===== src/rtl/uart_wake_pkg.sv =====
package uart_wake_pkg;

    localparam int CHAR_W = 9;

    typedef enum logic [1:0] {
        RX_IDLE,
        RX_START,
        RX_DATA,
        RX_STOP
    } rx_state_e;

    typedef struct packed {
        logic [CHAR_W-1:0] data;
        logic              stop_ok;
        logic              is_break;
    } rx_char_t;

    function automatic logic is_addr_mark(rx_char_t c, logic nine);
        return c.stop_ok & nine & c.data[CHAR_W-1];
    endfunction

    function automatic logic [3:0] last_bit_idx(logic nine);
        return nine ? 4'd8 : 4'd7;
    endfunction

endpackage


===== src/rtl/uwr_tick_gen.sv =====
module uwr_tick_gen #(
    parameter int CLKS_PER_TICK = 4
) (
    input  logic clk,
    input  logic rst,
    output logic tick
);
    generate
        if (CLKS_PER_TICK <= 1) begin : g_direct
            logic unused_in;
            assign unused_in = clk ^ rst;
            assign tick = 1'b1;
        end else begin : g_count
            localparam int CW = $clog2(CLKS_PER_TICK);
            logic [CW-1:0] cnt;
            always_ff @(posedge clk) begin
                if (rst) begin
                    cnt <= '0;
                end else if (cnt == CW'(CLKS_PER_TICK - 1)) begin
                    cnt <= '0;
                end else begin
                    cnt <= cnt + 1'b1;
                end
            end
            assign tick = (cnt == CW'(CLKS_PER_TICK - 1));
        end
    endgenerate
endmodule


===== src/rtl/uwr_bit_rx.sv =====
module uwr_bit_rx
    import uart_wake_pkg::*;
#(
    parameter int OVS = 16
) (
    input  logic     clk,
    input  logic     rst,
    input  logic     tick,
    input  logic     rxd_s,
    input  logic     enable,
    input  logic     nine_bit,
    output logic     busy,
    output logic     char_evt,
    output rx_char_t ch
);
    localparam int CW = $clog2(OVS);
    localparam logic [CW-1:0] MID  = CW'(OVS / 2 - 1);
    localparam logic [CW-1:0] LAST = CW'(OVS - 1);

    rx_state_e         state;
    logic [CW-1:0]     os_cnt;
    logic [3:0]        bit_idx;
    logic [CHAR_W-1:0] shreg;
    logic              prev;

    always_ff @(posedge clk) begin
        if (rst) begin
            state    <= RX_IDLE;
            os_cnt   <= '0;
            bit_idx  <= '0;
            shreg    <= '0;
            prev     <= 1'b1;
            char_evt <= 1'b0;
            ch       <= '0;
        end else begin
            char_evt <= 1'b0;
            prev     <= rxd_s;
            case (state)
                RX_IDLE: begin
                    if (enable && prev && !rxd_s) begin
                        state  <= RX_START;
                        os_cnt <= '0;
                    end
                end
                RX_START: begin
                    if (tick) begin
                        if (os_cnt == MID) begin
                            os_cnt <= '0;
                            if (!rxd_s) begin
                                state   <= RX_DATA;
                                bit_idx <= '0;
                                shreg   <= '0;
                            end else begin
                                state <= RX_IDLE;
                            end
                        end else begin
                            os_cnt <= os_cnt + 1'b1;
                        end
                    end
                end
                RX_DATA: begin
                    if (tick) begin
                        if (os_cnt == LAST) begin
                            os_cnt         <= '0;
                            shreg[bit_idx] <= rxd_s;
                            bit_idx        <= bit_idx + 1'b1;
                            if (bit_idx == last_bit_idx(nine_bit)) begin
                                state <= RX_STOP;
                            end
                        end else begin
                            os_cnt <= os_cnt + 1'b1;
                        end
                    end
                end
                RX_STOP: begin
                    if (tick) begin
                        if (os_cnt == LAST) begin
                            state       <= RX_IDLE;
                            os_cnt      <= '0;
                            char_evt    <= 1'b1;
                            ch.data     <= shreg;
                            ch.stop_ok  <= rxd_s;
                            ch.is_break <= !rxd_s && (shreg == '0);
                        end else begin
                            os_cnt <= os_cnt + 1'b1;
                        end
                    end
                end
                default: state <= RX_IDLE;
            endcase
        end
    end

    assign busy = (state != RX_IDLE);

    AST_NO_START_OFF: assert property (@(posedge clk) disable iff (rst)
        (state == RX_IDLE && !enable) |=> (state == RX_IDLE));
    AST_CHAR_FROM_STOP: assert property (@(posedge clk) disable iff (rst)
        char_evt |-> ($past(state) == RX_STOP && state == RX_IDLE));
    AST_STOP_CLASS: assert property (@(posedge clk) disable iff (rst)
        char_evt |-> !(ch.stop_ok && ch.is_break));
endmodule


===== src/rtl/uwr_wake_ctrl.sv =====
module uwr_wake_ctrl
    import uart_wake_pkg::*;
#(
    parameter int OVS       = 16,
    parameter int IDLE_BITS = 10
) (
    input  logic     clk,
    input  logic     rst,
    input  logic     tick,
    input  logic     enable,
    input  logic     rxd_s,
    input  logic     busy,
    input  logic     char_evt,
    input  rx_char_t ch,
    input  logic     nine_bit,
    input  logic     wake_sel,
    input  logic     mark_block,
    input  logic     standby_set,
    input  logic     standby_clr,
    output logic     standby,
    output logic     deliver,
    output logic     idle_evt
);
    localparam int IDLE_TICKS = OVS * IDLE_BITS;
    localparam int IW = $clog2(IDLE_TICKS);

    logic [IW-1:0] idle_cnt;
    logic          idle_armed;
    logic          idle_hit;
    logic          line_quiet;
    logic          mark;
    logic          wake_mark;

    assign line_quiet = enable && !busy && rxd_s;
    assign idle_hit   = line_quiet && tick && idle_armed &&
                        (idle_cnt == IW'(IDLE_TICKS - 1));
    assign mark       = is_addr_mark(ch, nine_bit);
    assign wake_mark  = char_evt && mark && wake_sel && !mark_block;
    assign deliver    = char_evt && ch.stop_ok && (!standby || wake_mark);

    always_ff @(posedge clk) begin
        if (rst) begin
            idle_cnt   <= '0;
            idle_armed <= 1'b0;
            idle_evt   <= 1'b0;
            standby    <= 1'b0;
        end else begin
            idle_evt <= idle_hit;
            if (!line_quiet || !idle_armed) begin
                idle_cnt <= '0;
            end else if (tick) begin
                idle_cnt <= idle_hit ? '0 : idle_cnt + 1'b1;
            end
            if (char_evt && (ch.stop_ok || ch.is_break)) begin
                idle_armed <= 1'b1;
            end else if (idle_hit) begin
                idle_armed <= 1'b0;
            end
            if (standby_set) begin
                standby <= 1'b1;
            end else if (standby_clr || wake_mark || (idle_hit && !wake_sel)) begin
                standby <= 1'b0;
            end
        end
    end

    AST_IDLE_ONCE: assert property (@(posedge clk) disable iff (rst)
        (!idle_armed && !char_evt) |=> !idle_evt);
    AST_IDLE_WAKE: assert property (@(posedge clk) disable iff (rst)
        (idle_hit && !wake_sel && !standby_set) |=> !standby);
    AST_STANDBY_MUTE: assert property (@(posedge clk) disable iff (rst)
        (standby && char_evt && !(wake_sel && !mark_block && mark)) |-> !deliver);
    AST_MARK_WAKE: assert property (@(posedge clk) disable iff (rst)
        (standby && wake_mark && !standby_set) |=> !standby);
    AST_MARK_HELD: assert property (@(posedge clk) disable iff (rst)
        (standby && mark_block && !standby_set && !standby_clr && !idle_hit) |=> standby);
endmodule


===== src/rtl/uart_wake_rx.sv =====
module uart_wake_rx
    import uart_wake_pkg::*;
#(
    parameter int OVS           = 16,
    parameter int CLKS_PER_TICK = 4,
    parameter int IDLE_BITS     = 10
) (
    input  logic              clk,
    input  logic              rst,
    input  logic              rxd,
    input  logic              rx_en,
    input  logic              nine_bit,
    input  logic              wake_sel,
    input  logic              mark_block,
    input  logic              standby_set,
    input  logic              standby_clr,
    input  logic              data_ack,
    input  logic              idle_ack,
    input  logic              rdy_ie,
    input  logic              idle_ie,
    output logic [CHAR_W-1:0] rx_data,
    output logic              data_ready,
    output logic              idle_flag,
    output logic              active,
    output logic              en_status,
    output logic              standby,
    output logic              irq
);
    logic [1:0] sync;
    logic       rxd_s;
    logic       tick;
    logic       busy;
    logic       char_evt;
    rx_char_t   ch;
    logic       deliver;
    logic       idle_evt;

    always_ff @(posedge clk) begin
        if (rst) sync <= 2'b11;
        else     sync <= {sync[0], rxd};
    end
    assign rxd_s = sync[1];

    uwr_tick_gen #(.CLKS_PER_TICK(CLKS_PER_TICK)) u_tick (
        .clk  (clk),
        .rst  (rst),
        .tick (tick)
    );

    uwr_bit_rx #(.OVS(OVS)) u_bits (
        .clk      (clk),
        .rst      (rst),
        .tick     (tick),
        .rxd_s    (rxd_s),
        .enable   (rx_en),
        .nine_bit (nine_bit),
        .busy     (busy),
        .char_evt (char_evt),
        .ch       (ch)
    );

    uwr_wake_ctrl #(.OVS(OVS), .IDLE_BITS(IDLE_BITS)) u_wake (
        .clk         (clk),
        .rst         (rst),
        .tick        (tick),
        .enable      (rx_en),
        .rxd_s       (rxd_s),
        .busy        (busy),
        .char_evt    (char_evt),
        .ch          (ch),
        .nine_bit    (nine_bit),
        .wake_sel    (wake_sel),
        .mark_block  (mark_block),
        .standby_set (standby_set),
        .standby_clr (standby_clr),
        .standby     (standby),
        .deliver     (deliver),
        .idle_evt    (idle_evt)
    );

    always_ff @(posedge clk) begin
        if (rst) begin
            rx_data    <= '0;
            data_ready <= 1'b0;
            idle_flag  <= 1'b0;
        end else begin
            if (deliver) begin
                rx_data    <= ch.data;
                data_ready <= 1'b1;
            end else if (data_ack) begin
                data_ready <= 1'b0;
            end
            if (idle_evt)      idle_flag <= 1'b1;
            else if (idle_ack) idle_flag <= 1'b0;
        end
    end

    assign active    = busy;
    assign en_status = rx_en | busy;
    assign irq       = (data_ready & rdy_ie) | (idle_flag & idle_ie);

    AST_READY_HOLD: assert property (@(posedge clk) disable iff (rst)
        (data_ready && !data_ack) |=> data_ready);
    AST_DATA_QUIET: assert property (@(posedge clk) disable iff (rst)
        (!char_evt) |=> $stable(rx_data));
    AST_BREAK_DROP: assert property (@(posedge clk) disable iff (rst)
        (char_evt && !ch.stop_ok && !data_ready) |=> !data_ready);
endmodule


===== config.mk =====
export PLATFORM = sky130hd
export DESIGN_NAME = uart_wake_rx
export DESIGN_NICKNAME = d
export VERILOG_FILES = /design/src/rtl/uart_wake_pkg.sv /design/src/rtl/uwr_tick_gen.sv /design/src/rtl/uwr_bit_rx.sv /design/src/rtl/uwr_wake_ctrl.sv /design/src/rtl/uart_wake_rx.sv
export SDC_FILE = /design/constraint.sdc
export NUM_CORES = 1
export LEC_CHECK = 0
export BUFFER_PORTS_ARGS = -buffer_cell sky130_fd_sc_hd__buf_2
export CORE_UTILIZATION = 52
export CTS_BUF_LIST = sky130_fd_sc_hd__clkbuf_16
export CTS_CLUSTER_DIAMETER = 100
export DETAILED_ROUTE_END_ITERATION = 6
export HOLD_SLACK_MARGIN = 0.15
export PLACE_DENSITY_LB_ADDON = 0.12
export SETUP_SLACK_MARGIN = 0.02
export SYNTH_ARGS = -nofsm -noshare
export SYNTH_HDL_FRONTEND = slang
export SYNTH_SLANG_ARGS = --single-unit

===== constraint.sdc =====
create_clock -name clk -period 1.5 [get_ports clk]
set_input_delay 0.3 -clock clk [delete_from_list [all_inputs] [get_ports clk]]
set_output_delay 0.3 -clock clk [all_outputs]
set_load 0.01 [all_outputs]

==> run metrics <==
Reg2Reg Depth 5; post-synth top area share ~46%; number of global-route vias before repair just over 2k; CP Launch Type register; share of layout cells above drive strength 1 around 31%; Total GRT Usage a little under a quarter; clk slew on worst S/H paths roughly 0.050 ns; root buffer cell clkbuf_16; Die Ht approximately 70 um; required time of the critical path about 1.7 ns; met1 Use GR 32.2%; Power, Total roughly 3.8 mW; flop2flop setup slack -0.17 ns; final setup vio count 12; Crit path max-delay family simple AND/OR/NAND/NOR gates; crit-path max cell delay 0.59 ns; commonest cells after routing, fill and taps aside dfxtp_1, nand2_1, buf_4, nor2_1, buf_2; Synth-to-Final Area Change 35.1%; Antenna Nets Post-Route 0; Max Clock Skew 0.00659 ns; pre-CTS setup slack -0.119 ns; final net count roughly 370; hold crit path type primary input to register; area leader, netlist dfxtp_1; CTS tree built; std cell rows 25; met3 Resource Use GR under 10%; Min-Delay Endpoint sync[0]; # hold bufs at CTS 0; RSZ-0062 raised after global routing true; r2r endpoint u_bits.shreg[8]; Max transition margin 77.9%; Initial Util between 50% and 60%; Final WS setup -0.165 ns; most common cell after layout, fill and taps aside dfxtp_1; Max Buffers Root-to-Sink 2; post-DP HPWL ~3900 um; Pre-antenna DRT Iters 4; die area between 5000 and 6000 um2; largest net degree at the start of global routing 26; DR iter-0 viols around 130; hold path start rxd; status complete, but fails checks; first-pass GRT wire length 9410 um; Fmax achieved 601 MHz; worst-skew pair later-pin latency roughly 0.32 ns; worst-margin pin slew approximately 0.33 ns; placed cell count roughly 400; GR Util met2 roughly 36%; CP cell instances or4b_4 -> buf_4 -> a21oi_4 -> nand4_1 -> mux2i_1; vias per cell ~5.3; slowest CP cell or4b_4; Cells after Synth around 290; crit share post-route 111%; CP Class register to register; # diodes 0; Seq/Total Area, Yosys about 46%; average wire per cell in the routed design ~14 um; number of max-cap violations 0; setup_tns -1.37 ns; grt peak-use layer met2; ys async rst share 0%; Hold Path Stages 2; synth warn 0; gpl congestion between 0.7 and 0.8; Hold Vio Cnt, Final 0; data arrival time of the worst path around 1.9 ns; CP max FO 5; Final Util between 70% and 80%; IO Count 28; syn_area_per_cell between 8 and 9 um2; buffers added on ports 27; core footprint 4720 um2; CTS sink count 58; Die W 72.0 um; Power Density between 1000 and 1500 nW/um2; DRC Markers 0; Netlist Area Pre-Place ~2500 um2; total CTS buffers 9; Peak VDD IR roughly 0.96 mV; fin crit period approximately 1.7 ns; leak pwr 1.34 nW; number of enable flip-flop cells after synthesis 0; max-slew violation count 0; via count ~2.2k; final wirelength about 6000 um; synthesized net count a little over 300; Congestion Overflow GR 0; number of library cell types mapped by synthesis between 40 and 50; endpoint type of the worst setup path register; leading post-synthesis cells by cell area dfxtp_1, mux2i_1, nand2_1; number of synthesized register bits between 50 and 60; number of antenna violations at the first check in global routing 0; top_reg_cell synth dfxtp_1; failing checks setup timing; Finished Layout Cells 420; number of buffers and inverters on the critical path 1; CTS H-Tree Depth 3
## per-layer routing
metal	share of wire, %	up-vias	wire [um]
met5	0	-	0
met4	1.7	0	102
met3	3.6	8	211
met2	47	46	2780
met1	48	1052	2840
li1	-	1140	-
## sequential cells by signal, summed over array words and instances, names as in the netlist, 2 cells and up, named ones only
signal              cells
u_bits.ch              11
u_bits.bit_idx          4
sync                    2
u_bits.shreg            9
u_tick.g_count.cnt      2
rx_data                 9
u_wake.idle_cnt         8
u_bits.os_cnt           4
## metrics by stage
| step | area [um2] | hold slack (ns) |
|---|---|---|
| global placement | 2930 | 0.398 |
| detailed placement | 2930 | 0.404 |
| finish | 3440 | 0.167 |
| CTS | 3310 | 0.167 |
| floorplan | 2570 | 0.389 |
| global route | 3440 | 0.171 |
## final cells by class
| cell class | instances | area, um2 |
|---|---|---|
| clock inverters | 7 | 83.8 |
| fillers | 356 | 1280 |
| inverters | 9 | 33.8 |
| repair buffers | 60 | 400 |
| flip-flops and latches | 58 | 1170 |
| multi-input cells | 210 | 1450 |
| well taps | 67 | 83.8 |
| clock buffers | 9 | 225 |
## Yosys cell counts (7+ instances only)
cell type	instances
dfxtp_1	58
nand2_1	43
nor2_1	30
a21oi_1	23
mux2i_1	19
nand3_1	11
clkbuf_1	9
inv_1	9
nor3_1	8
ha_1	7
o21ai_0	7
## worst max path at each step
stage / end / slack, ns / cells after the start
6_report: u_bits.shreg[8] / -0.17 / 5
5_1_grt: u_bits.shreg[7] / -0.22 / 4
4_1_cts: u_bits.shreg[7] / -0.14 / 4
3_5_place_dp: u_bits.shreg[0] / -0.12 / 4
3_3_place_gp: u_bits.shreg[5] / -0.1 / 4
2_1_floorplan: u_bits.shreg[5] / -0.13 / 5
## logic make-up after synthesis
kind of cell	count (synthesis)	synth area share, %
compound gates	53	13.8
buf+inv	23	3.78
mux	19	7.46
fa+ha+maj	7	3.44
flops	58	45.6
simple gates	125	23.9
xor+xnor	6	2.06
## repair_timing
item / CTS / global route
pin swaps: 2 / 7
endpoints found under the hold margin: 0 / 0
endpoints found under the setup margin: 24 / 31
gates resized for setup: 14 / 20
setup buffers: 1 / 5
## power by group
group / switching, mW / internal [mW]
clock: 0.666 / 1.43
sequential: 0.0104 / 1.56
combinational: 0.0771 / 0.0689
total: 0.753 / 3.06
No activity file was read; power rests on OpenSTA's default activity.
